===== src/rtl/nand_seq_pkg.sv =====
package nand_seq_pkg;

  typedef enum logic [1:0] {
    SQ_READY = 2'd0,
    SQ_ADDR  = 2'd1,
    SQ_DATA  = 2'd2,
    SQ_ECONF = 2'd3
  } sq_state_t;

  typedef enum logic [1:0] {
    AK_NONE = 2'd0,
    AK_PAGE = 2'd1,
    AK_SECT = 2'd2,
    AK_ZERO = 2'd3
  } akind_t;

  localparam logic [7:0] OPC_RESET = 8'hFF;
  localparam logic [7:0] OPC_READ  = 8'h00;
  localparam logic [7:0] OPC_PROG  = 8'h80;
  localparam logic [7:0] OPC_PCONF = 8'h10;
  localparam logic [7:0] OPC_ERASE = 8'h60;
  localparam logic [7:0] OPC_ECONF = 8'hD0;
  localparam logic [7:0] OPC_STAT  = 8'h70;
  localparam logic [7:0] OPC_ID    = 8'h90;

  typedef struct packed {
    logic      starts;    // opens a new operation
    akind_t    kind;      // address format it needs
    sq_state_t after;     // phase entered when address completes
    logic      clr_data;  // clears the data-in count
  } op_info_t;

endpackage


===== src/rtl/nand_op_decode.sv =====
module nand_op_decode
  import nand_seq_pkg::*;
(
  input  logic [7:0] opc,
  output op_info_t   info,
  output logic       is_reset,
  output logic       is_pconf,
  output logic       is_econf
);

  always_comb begin
    info     = '{starts: 1'b0, kind: AK_NONE, after: SQ_READY, clr_data: 1'b0};
    is_reset = 1'b0;
    is_pconf = 1'b0;
    is_econf = 1'b0;
    case (opc)
      OPC_RESET: is_reset = 1'b1;
      OPC_PCONF: is_pconf = 1'b1;
      OPC_ECONF: is_econf = 1'b1;
      OPC_READ:  info = '{starts: 1'b1, kind: AK_PAGE, after: SQ_READY, clr_data: 1'b0};
      OPC_PROG:  info = '{starts: 1'b1, kind: AK_PAGE, after: SQ_DATA,  clr_data: 1'b1};
      OPC_ERASE: info = '{starts: 1'b1, kind: AK_SECT, after: SQ_ECONF, clr_data: 1'b0};
      OPC_ID:    info = '{starts: 1'b1, kind: AK_ZERO, after: SQ_READY, clr_data: 1'b0};
      OPC_STAT:  info = '{starts: 1'b1, kind: AK_NONE, after: SQ_READY, clr_data: 1'b0};
      default:   info = '{starts: 1'b0, kind: AK_NONE, after: SQ_READY, clr_data: 1'b0};
    endcase
  end

endmodule


===== src/rtl/nand_addr_collect.sv =====
module nand_addr_collect
  import nand_seq_pkg::*;
#(
  parameter int PG_BYTES  = 2,
  parameter int SEC_BYTES = 3,
  parameter int COL_BYTES = 1,
  parameter int ROW_BYTES = 3
) (
  input  logic                   clk,
  input  logic                   rst,
  input  logic                   start,
  input  akind_t                 kind_in,
  input  logic                   take,
  input  logic [7:0]             byte_in,
  output logic                   last,
  output logic [8*COL_BYTES-1:0] col,
  output logic [8*ROW_BYTES-1:0] row
);

  localparam int MAXB = (PG_BYTES > SEC_BYTES) ? PG_BYTES : SEC_BYTES;
  localparam int NW   = $clog2(MAXB + 1);

  logic [NW-1:0] cnt;
  logic [NW-1:0] target;
  akind_t        kind;
  logic [NW-1:0] row_sel;
  logic          to_col;
  logic          to_row;

  assign last    = take && ((cnt + NW'(1)) == target);
  assign to_col  = (kind == AK_PAGE) && (cnt < NW'(COL_BYTES));
  assign to_row  = ((kind == AK_PAGE) && (cnt >= NW'(COL_BYTES))) || (kind == AK_SECT);
  assign row_sel = (kind == AK_PAGE) ? (cnt - NW'(COL_BYTES)) : cnt;

  always_ff @(posedge clk) begin
    if (rst) begin
      cnt    <= '0;
      target <= '0;
      kind   <= AK_NONE;
    end else if (start) begin
      cnt  <= '0;
      kind <= kind_in;
      case (kind_in)
        AK_PAGE: target <= NW'(PG_BYTES);
        AK_SECT: target <= NW'(SEC_BYTES);
        AK_ZERO: target <= NW'(1);
        default: target <= '0;
      endcase
    end else if (take) begin
      cnt <= cnt + NW'(1);
    end
  end

  for (genvar i = 0; i < COL_BYTES; i++) begin : g_col
    logic [7:0] q;
    always_ff @(posedge clk) begin
      if (rst || start)                          q <= '0;
      else if (take && to_col && cnt == NW'(i))  q <= byte_in;
    end
    assign col[8*i +: 8] = q;
  end

  for (genvar j = 0; j < ROW_BYTES; j++) begin : g_row
    logic [7:0] q;
    always_ff @(posedge clk) begin
      if (rst || start)                              q <= '0;
      else if (take && to_row && row_sel == NW'(j))  q <= byte_in;
    end
    assign row[8*j +: 8] = q;
  end

endmodule


===== src/rtl/nand_page_buf.sv =====
module nand_page_buf #(
  parameter int DEPTH = 528,
  parameter int AW    = 10
) (
  input  logic          clk,
  input  logic          we,
  input  logic [AW-1:0] waddr,
  input  logic [7:0]    wdata,
  input  logic [AW-1:0] raddr,
  output logic [7:0]    rdata
);

  logic [7:0] mem [DEPTH];

  always_ff @(posedge clk) begin
    if (we) mem[waddr] <= wdata;
    rdata <= mem[raddr];
  end

endmodule


===== src/rtl/nand_cmd_seq.sv =====
module nand_cmd_seq
  import nand_seq_pkg::*;
#(
  parameter int  PG_BYTES   = 2,
  parameter int  SEC_BYTES  = 3,
  parameter int  COL_BYTES  = 1,
  parameter int  PAGE_BYTES = 528,
  parameter bit  WIDE_BUS   = 1'b0,
  localparam int AW         = $clog2(PAGE_BYTES),
  localparam int CW         = $clog2(PAGE_BYTES + 2),
  localparam int ROW_BYTES  = ((PG_BYTES - COL_BYTES) > SEC_BYTES) ? (PG_BYTES - COL_BYTES) : SEC_BYTES
) (
  input  logic                   clk,
  input  logic                   rst,
  input  logic                   wr_stb,
  input  logic                   chip_en,
  input  logic                   cmd_latch,
  input  logic                   addr_latch,
  input  logic [7:0]             wr_byte,
  input  logic [AW-1:0]          rd_addr,
  output logic [7:0]             rd_data,
  output logic [1:0]             seq_state,
  output logic                   fail_flag,
  output logic                   op_start,
  output logic                   addr_done,
  output logic [8*COL_BYTES-1:0] col_addr,
  output logic [8*ROW_BYTES-1:0] row_addr,
  output logic [CW-1:0]          din_count
);

  localparam logic [CW-1:0] STEP = WIDE_BUS ? CW'(2) : CW'(1);

  sq_state_t st;
  sq_state_t after_q;
  logic      fail_q;
  logic      op_start_q;
  logic      addr_done_q;
  logic [CW-1:0] cnt;

  op_info_t info;
  logic is_reset, is_pconf, is_econf;
  logic valid, cmd_v, adr_v, dat_v;
  logic awaited, abort, launch, take, last, buf_we;

  nand_op_decode u_dec (
    .opc      (wr_byte),
    .info     (info),
    .is_reset (is_reset),
    .is_pconf (is_pconf),
    .is_econf (is_econf)
  );

  assign valid   = wr_stb && chip_en && !(cmd_latch && addr_latch);
  assign cmd_v   = valid && cmd_latch;
  assign adr_v   = valid && addr_latch;
  assign dat_v   = valid && !cmd_latch && !addr_latch;

  assign awaited = ((st == SQ_DATA) && is_pconf) || ((st == SQ_ECONF) && is_econf);
  assign abort   = cmd_v && !is_reset && (st != SQ_READY) && !awaited;
  assign launch  = cmd_v && !is_reset && info.starts && ((st == SQ_READY) || abort);
  assign take    = adr_v && (st == SQ_ADDR);
  assign buf_we  = dat_v && (st == SQ_DATA) && (cnt < CW'(PAGE_BYTES));

  nand_addr_collect #(
    .PG_BYTES  (PG_BYTES),
    .SEC_BYTES (SEC_BYTES),
    .COL_BYTES (COL_BYTES),
    .ROW_BYTES (ROW_BYTES)
  ) u_addr (
    .clk     (clk),
    .rst     (rst),
    .start   (launch),
    .kind_in (info.kind),
    .take    (take),
    .byte_in (wr_byte),
    .last    (last),
    .col     (col_addr),
    .row     (row_addr)
  );

  nand_page_buf #(
    .DEPTH (PAGE_BYTES),
    .AW    (AW)
  ) u_buf (
    .clk   (clk),
    .we    (buf_we),
    .waddr (cnt[AW-1:0]),
    .wdata (wr_byte),
    .raddr (rd_addr),
    .rdata (rd_data)
  );

  always_ff @(posedge clk) begin
    if (rst) begin
      st          <= SQ_READY;
      after_q     <= SQ_READY;
      fail_q      <= 1'b0;
      op_start_q  <= 1'b0;
      addr_done_q <= 1'b0;
      cnt         <= '0;
    end else begin
      op_start_q  <= launch;
      addr_done_q <= take && last;
      if (cmd_v) begin
        if (is_reset) begin
          st     <= SQ_READY;
          fail_q <= 1'b0;
        end else begin
          if (abort) fail_q <= 1'b1;
          if (awaited) begin
            st <= SQ_READY;
          end else if (launch) begin
            st      <= (info.kind == AK_NONE) ? SQ_READY : SQ_ADDR;
            after_q <= info.after;
            if (info.clr_data) cnt <= '0;
          end else if (abort) begin
            st <= SQ_READY;
          end
        end
      end else if (adr_v) begin
        if (st == SQ_ADDR) begin
          if (last) st <= after_q;
        end else begin
          fail_q <= 1'b1;
          st     <= SQ_READY;
        end
      end else if (dat_v) begin
        if (st == SQ_DATA) begin
          if (buf_we) cnt <= cnt + STEP;
        end else begin
          fail_q <= 1'b1;
          st     <= SQ_READY;
        end
      end
    end
  end

  assign seq_state = st;
  assign fail_flag = fail_q;
  assign op_start  = op_start_q;
  assign addr_done = addr_done_q;
  assign din_count = cnt;

endmodule


===== config.mk =====
export PLATFORM = sky130hd
export DESIGN_NAME = nand_cmd_seq
export DESIGN_NICKNAME = d
export VERILOG_FILES = /design/src/rtl/nand_seq_pkg.sv /design/src/rtl/nand_op_decode.sv /design/src/rtl/nand_addr_collect.sv /design/src/rtl/nand_page_buf.sv /design/src/rtl/nand_cmd_seq.sv
export SDC_FILE = /design/constraint.sdc
export NUM_CORES = 2
export LEC_CHECK = 0
export CORE_MARGIN = 4
export CORE_UTILIZATION = 32
export DETAILED_ROUTE_END_ITERATION = 12
export PLACE_DENSITY = 0.45
export SETUP_SLACK_MARGIN = 0.2
export SYNTH_ARGS = -nofsm -noshare
export SYNTH_HDL_FRONTEND = slang
export SYNTH_HIERARCHICAL = 1
export SYNTH_MEMORY_MAX_BITS = 65536
export SYNTH_SLANG_ARGS = --single-unit

===== constraint.sdc =====
create_clock -name clk -period 8.8 [get_ports clk]
set_input_delay 1.76 -clock clk [delete_from_list [all_inputs] [get_ports clk]]
set_output_delay 1.76 -clock clk [all_outputs]
set_load 0.02 [all_outputs]

== Yosys cells after proc, flatten, opt, wreduce, memory -nomap -nowiden ==
Memories as Yosys holds them, arrays and structs flattened. A register that Yosys moved wholly into a read port is not among the register bits.
Cells that the tools add are included.
Cells by class
  add/sub/neg operators: 3
  magnitude comparators: 3
  eq/ne operators: 28
  multiplexer cells: 35
  bitwise logic cells: 2
  reductions and logical operators: 51
Operator list (number)
  $mux 10: 9
  $eq 8x8->1 const B: 4
  $pmux 6 s5: 1
  $logic_and 1x1->1: 27
  $mux 2: 11
  $eq 8x7->1 const B: 2
  $mux 1: 13
  $eq 2x2->1 const B: 6
  $reduce_and 4->1: 3
  $add 10x1->10 const B: 1
  $lt 10x10->1 const B: 1
  $eq 2x1->1 const B: 4
  $eq 8x5->1 const B: 1
  $logic_not 2->1: 4
  $logic_not 8->1: 1
  $ne 2x2->1 const B: 4
  $reduce_and 8->1: 1
  $reduce_bool 2->1: 4
  $ne 3x3->1 const B: 2
  $pmux 2 s3: 1
  $logic_not 1->1: 5
  $ne 5x2->1 const B: 1
  $logic_or 1x1->1: 4
  $ne 4x4->1 const B: 1
  other kinds (10): 11
Storage, ports and cells
  register bits after elaboration: 55
  bits in writable memories: 4224
  bits of input ports: 24
  output and inout bits: 55
  word-level logic and storage cells: 136
  memories: 1
Memory list
  u_buf.mem: words 528, width 8, rd ports 1, clocked after Yosys merged registers in 1, wr ports 1, line nand_page_buf.sv:13  | logic [7:0] mem [DEPTH];

== Longest topological paths before layout ==
  depth in word-level cells: 13
  gate-level depth with buffers: 14
  depth with buffers taken out: 9

== Cells and area by module ==
The synthesis kept the hierarchy.
Modules (own cells, without submodules)
  nand_page_buf: instances 1, cells each 7876, area an instance 164694.2 µm², seq. area each 127001.8 µm²
  nand_addr_collect: instances 1, cells each 173, area an instance 1630.3 µm², seq. area each 760.7 µm²
  nand_cmd_seq: instances 1, cells each 107, area an instance 922.1 µm², seq. area each 340.3 µm²
  nand_op_decode: instances 1, cells each 24, area an instance 136.4 µm², seq. area each 0.0 µm²

== Worst setup path after synthesis ==
No wires, ideal clock.
  kind: input port to flip-flop
  start: input cmd_latch
  end: memory u_buf.mem[100][0], enable pin
  library setup time: 370 ps
  data arrival time: 4088 ps
  data required time: 8430 ps
  slack: 4342 ps
  cell stages on the path: 10
  buffers on the path: 5
  cells stage by stage: clkbuf_1 > nor4b_1 > nand2_1 > clkbuf_1 > nor2_1 > clkbuf_1 > clkbuf_1 > nand3_1 > clkbuf_1 > nor2_1
Between the ends
  word-level cells in the longest chain between the ends: 9
  elaborated cells between the ends (all ways): 10
RTL lines
  from (decl): line nand_cmd_seq.sv:17  | input logic cmd_latch,
  $logic_and 1x1->1: line nand_cmd_seq.sv:53  | assign valid = wr_stb && chip_en && !(cmd_latch && addr_latch);
  $logic_not 1->1: line nand_cmd_seq.sv:53
  $logic_and 1x1->1: line nand_cmd_seq.sv:53
  $logic_and 1x1->1 * (2 in series): line nand_cmd_seq.sv:56  | assign dat_v = valid && !cmd_latch && !addr_latch;
  $logic_and 1x1->1 * (2 in series): line nand_cmd_seq.sv:62  | assign buf_we = dat_v && (st == SQ_DATA) && (cnt < CW'(PAGE_BYTES));
  named net buf_we: line nand_cmd_seq.sv:43  | logic awaited, abort, launch, take, last, buf_we;
  $mux 1 *: line nand_page_buf.sv:16  | if (we) mem[waddr] <= wdata;
  $mux 1 (implied by the code) *: line nand_page_buf.sv:16
  to (decl): line nand_page_buf.sv:13
The timed path passes the listed nets; every way through them passes the cells marked *.

== Worst setup path in the final report ==
  start: input addr_latch
  end: memory u_buf.mem[108][5], enable pin
Between the ends
  word-level cells in the longest chain between the ends: 9
  elaborated cells between the ends (all ways): 10
RTL lines
  from (decl): line nand_cmd_seq.sv:18  | input logic addr_latch,
  $logic_and 1x1->1: line nand_cmd_seq.sv:53
  $logic_not 1->1: line nand_cmd_seq.sv:53
  $logic_and 1x1->1: line nand_cmd_seq.sv:53
  $logic_and 1x1->1: line nand_cmd_seq.sv:56
  $logic_and 1x1->1 *: line nand_cmd_seq.sv:56
  $logic_and 1x1->1 * (2 in series): line nand_cmd_seq.sv:62
  named net buf_we: line nand_cmd_seq.sv:43
  $mux 1 *: line nand_page_buf.sv:16
  $mux 1 (implied by the code) *: line nand_page_buf.sv:16
Marked as above.

==> out/results.tsv <==
metric	value	unit
result of the run	complete, but fails checks	
failing checks	max-capacitance violations, max-slew violations	
maximum number of pins on one net before global-route repair	138	
MaxCap Viol Count	1	
kind of launch point of the worst setup path	input pin	
later-pin clock latency in the skew report	1070	ps
violation count after the first detailed-routing iteration	12900	
Mapped Nets	8210	
Setup CP Type	in2reg	
proportion of layout cells with a drive suffix above 1	23.5	%
Std-Cell Rows	265	
antenna-violating nets left	0	
type of destination of the critical path	flop	
fraction of registers with async set/reset	0	%
global route overflow	0	
total wire length	604000	µm
first-pass GRT wire length	806000	µm
ratio of routed vias to standard cells	5.63	
# port buffers	78	
Slew Viols, Final	2	
Cell Pwr Density	230	nW/µm²
normalized max-slew margin	-1.83	%
total global routing track utilization	22.1	%
most common cell after layout, fill and taps aside	edfxtp_1	
worst hold start	u_addr/g_row[0].q[4]	
total of endpoints with negative setup slack in the final report	0	
hold-fix buffers at CTS	0	
fillcell total	47400	
achievable clock frequency	169	MHz
Routability Congestion	0.896	
initial cell density of the core	32.1	%
unrepaired setup endpoints after global routing	no	
detailed-route via count	89300	
total core area	521000	µm²
final core utilization	36.9	%
Max clock buf depth	4	
via count of the first global-routing pass	88100	
final worst path period need	5930	ps
Clock Pin Slew Worst Setup and Hold Paths	60	ps
worst-path maximum fanout	18	
chip height	731	µm
htree depth	5	
class of the tightest hold or removal check	reg2reg	
TritonCTS clock tree	done	
critical path, cell by cell	clkdlybuf4s50_1 -> nor4b_1 -> nand2_1 -> nor2_4 -> buf_4 -> nand3_4 -> nor2_1	
post-synthesis register bit count	4287	
number of warning messages in the yosys log	6	
DRC violations left	0	
Total Negative Setup Slacks	0	ps
Total Die Area	535000	µm²
Critical Path RT	9470	ps
average wire per cell in the routed design	38.1	µm
length of the first detailed-routing pass in iterations	6	
R2R Path Start	seq_state[1]	
Fin Clk Skew	134	ps
number of enable flip-flop cells after synthesis	4224	
IO Count	79	
root buffer cell	clkbuf_16	
most frequent cells in the layout	4224 x edfxtp_1, 945 x mux4_2, 614 x nor2_1	
critical path launch point	addr_latch	
CTS Sinks	4287	
average cell area after synthesis	20.5	µm²
number of setup buffers added after CTS	0	
number of antenna violations at the first check in global routing	74	
Slowest Stage Delay on Critical Path	1060	ps
number of cells produced by synthesis	8180	
dominant synthesized flop cell	edfxtp_1	
DPL Wire Length	393000	µm
Leak	58.8	nW
slew at the pin closest to its max-slew limit	1530	ps
quantity of gates resized following cts	0	
floorplan die width	731	µm
share of synthesized area occupied by flip-flops and latches	76.5	%
maximum ir drop on the vdd rail	167	µV
total power draw	44.2	mW
distinct cell type count of the synthesized netlist	95	
Final #Nets	8541	
count of endpoints failing hold in the final timing report	0	
final clock period utilization by the worst path	67.4	%
CTS Buf Count	449	
netlist area before placement	167000	µm²
library cell contributing the largest single delay on the critical path	nor2_1	
Worst Path Arrival	6610	ps
area added between synthesis and finish	14.9	%
## where the power goes
| group | switching [mW] | leakage (nW) | internal, mW |
|---|---|---|---|
| logic | 1.68 | 13.2 | 0.680 |
| clock network | 8.16 | 7.23 | 11.2 |
| registers | 0.0272 | 38.5 | 22.4 |
| total | 9.86 | 58.8 | 34.3 |
## routing by layer
layer  vias up  routed length [µm]  track usage, %
li1      34700                   -               -
met1     48800              248000            30.8
met2      4881              274000            33.9
met3       943               56300            5.06
met4        38               24800            8.15
met5         -                 228               0
## synthesized netlist by cell type (8+ instances only)
cell type,number,area (µm²)
a2111oi_0,23,201
a211oi_1,28,210
a21oi_1,95,475
a221oi_1,30,263
a22o_1,16,140
a22oi_1,156,1170
a311oi_1,13,114
a31oi_1,24,150
a32oi_1,13,114
a41oi_1,9,78.8
and2_1,16,100
and3_1,22,138
buf_1,54,203
buf_2,113,566
buf_4,44,330
buf_6,81,912
buf_8,13,195
clkbuf_1,214,803
dfxtp_1,63,1260
edfxtp_1,4224,127000
inv_1,9,33.8
mux2_2,24,270
mux2i_1,342,3420
mux4_2,945,21300
nand2_1,313,1170
nand2b_1,23,144
nand3_1,117,586
nand4_1,24,150
nor2_1,625,2350
nor2b_1,32,200
nor3_1,57,285
nor3b_1,8,60.1
nor4_1,18,113
o211ai_1,16,120
o21ai_0,61,305
o221ai_1,31,272
o22ai_1,108,676
o31ai_1,11,82.6
or2_2,8,50.1
or3_1,12,75.1
or4_1,15,113
## worst max-delay path: cells and delay by family
family | cells | cell delay [ps]
and+or+nand+nor | 5 | 3750
buffers and inverters | 2 | 1020
## logic make-up (layout without fill, tap and decap cells)
logic type	after synthesis	count (layout)	share of synthesized area, %
DFF	4287	4287	76.5
xor gates and xnor gates	5	5	0.0262
buffers and inverters	534	1234	1.86
and+or+nand+nor	1336	1336	3.56
other	0	37	0
AOI/OAI and AO/OA	695	695	2.96
muxes	1317	1317	15.0
adders and majority gates	6	6	0.0448
## through the flow
step                std cells  instance area (µm²)  hold WS, ps  setup slack [ps]
global placement        15000               177000          449              1930
global route            15800               192000          490              2760
floorplan                8180               167000          443              4340
detailed placement      15000               177000          454              1910
finish                  15900               192000          467              2870
CTS                     15800               192000          470              3010
## worst paths after layout
kind / cells past startpoint / slack [ps] / endpoint
worst max-delay path: 7 / 2870 / u_buf/mem[108][5]
worst min-delay path: 2 / 470 / u_addr/g_row[0].q[4]
worst min register to register: 2 / 470 / u_addr/g_row[0].q[4]
worst max register to register: 6 / 3690 / u_buf/mem[108][5]
## sequential cells by signal, summed over array words and instances, names as in the netlist, 8 cells and up
register	count
u_addr/g_row.q	24
u_buf/rdata	8
u_addr/col	8
din_count	10
u_buf/mem	4224
## area by class of cell
| type | instances | area, µm² | area share, % |
|---|---|---|---|
| multi-input combinational | 3359 | 36700 | 19.1 |
| tap | 6942 | 8690 | 4.52 |
| sequential | 4287 | 128000 | 66.6 |
| clock inverter | 296 | 3260 | 1.70 |
| timing repair buffer | 402 | 3760 | 1.96 |
| antenna | 37 | 92.6 | 0.0481 |
| inverter | 12 | 57.6 | 0.0299 |
| clock buffer | 524 | 11600 | 6.05 |
(Power assumes the default switching activity.)
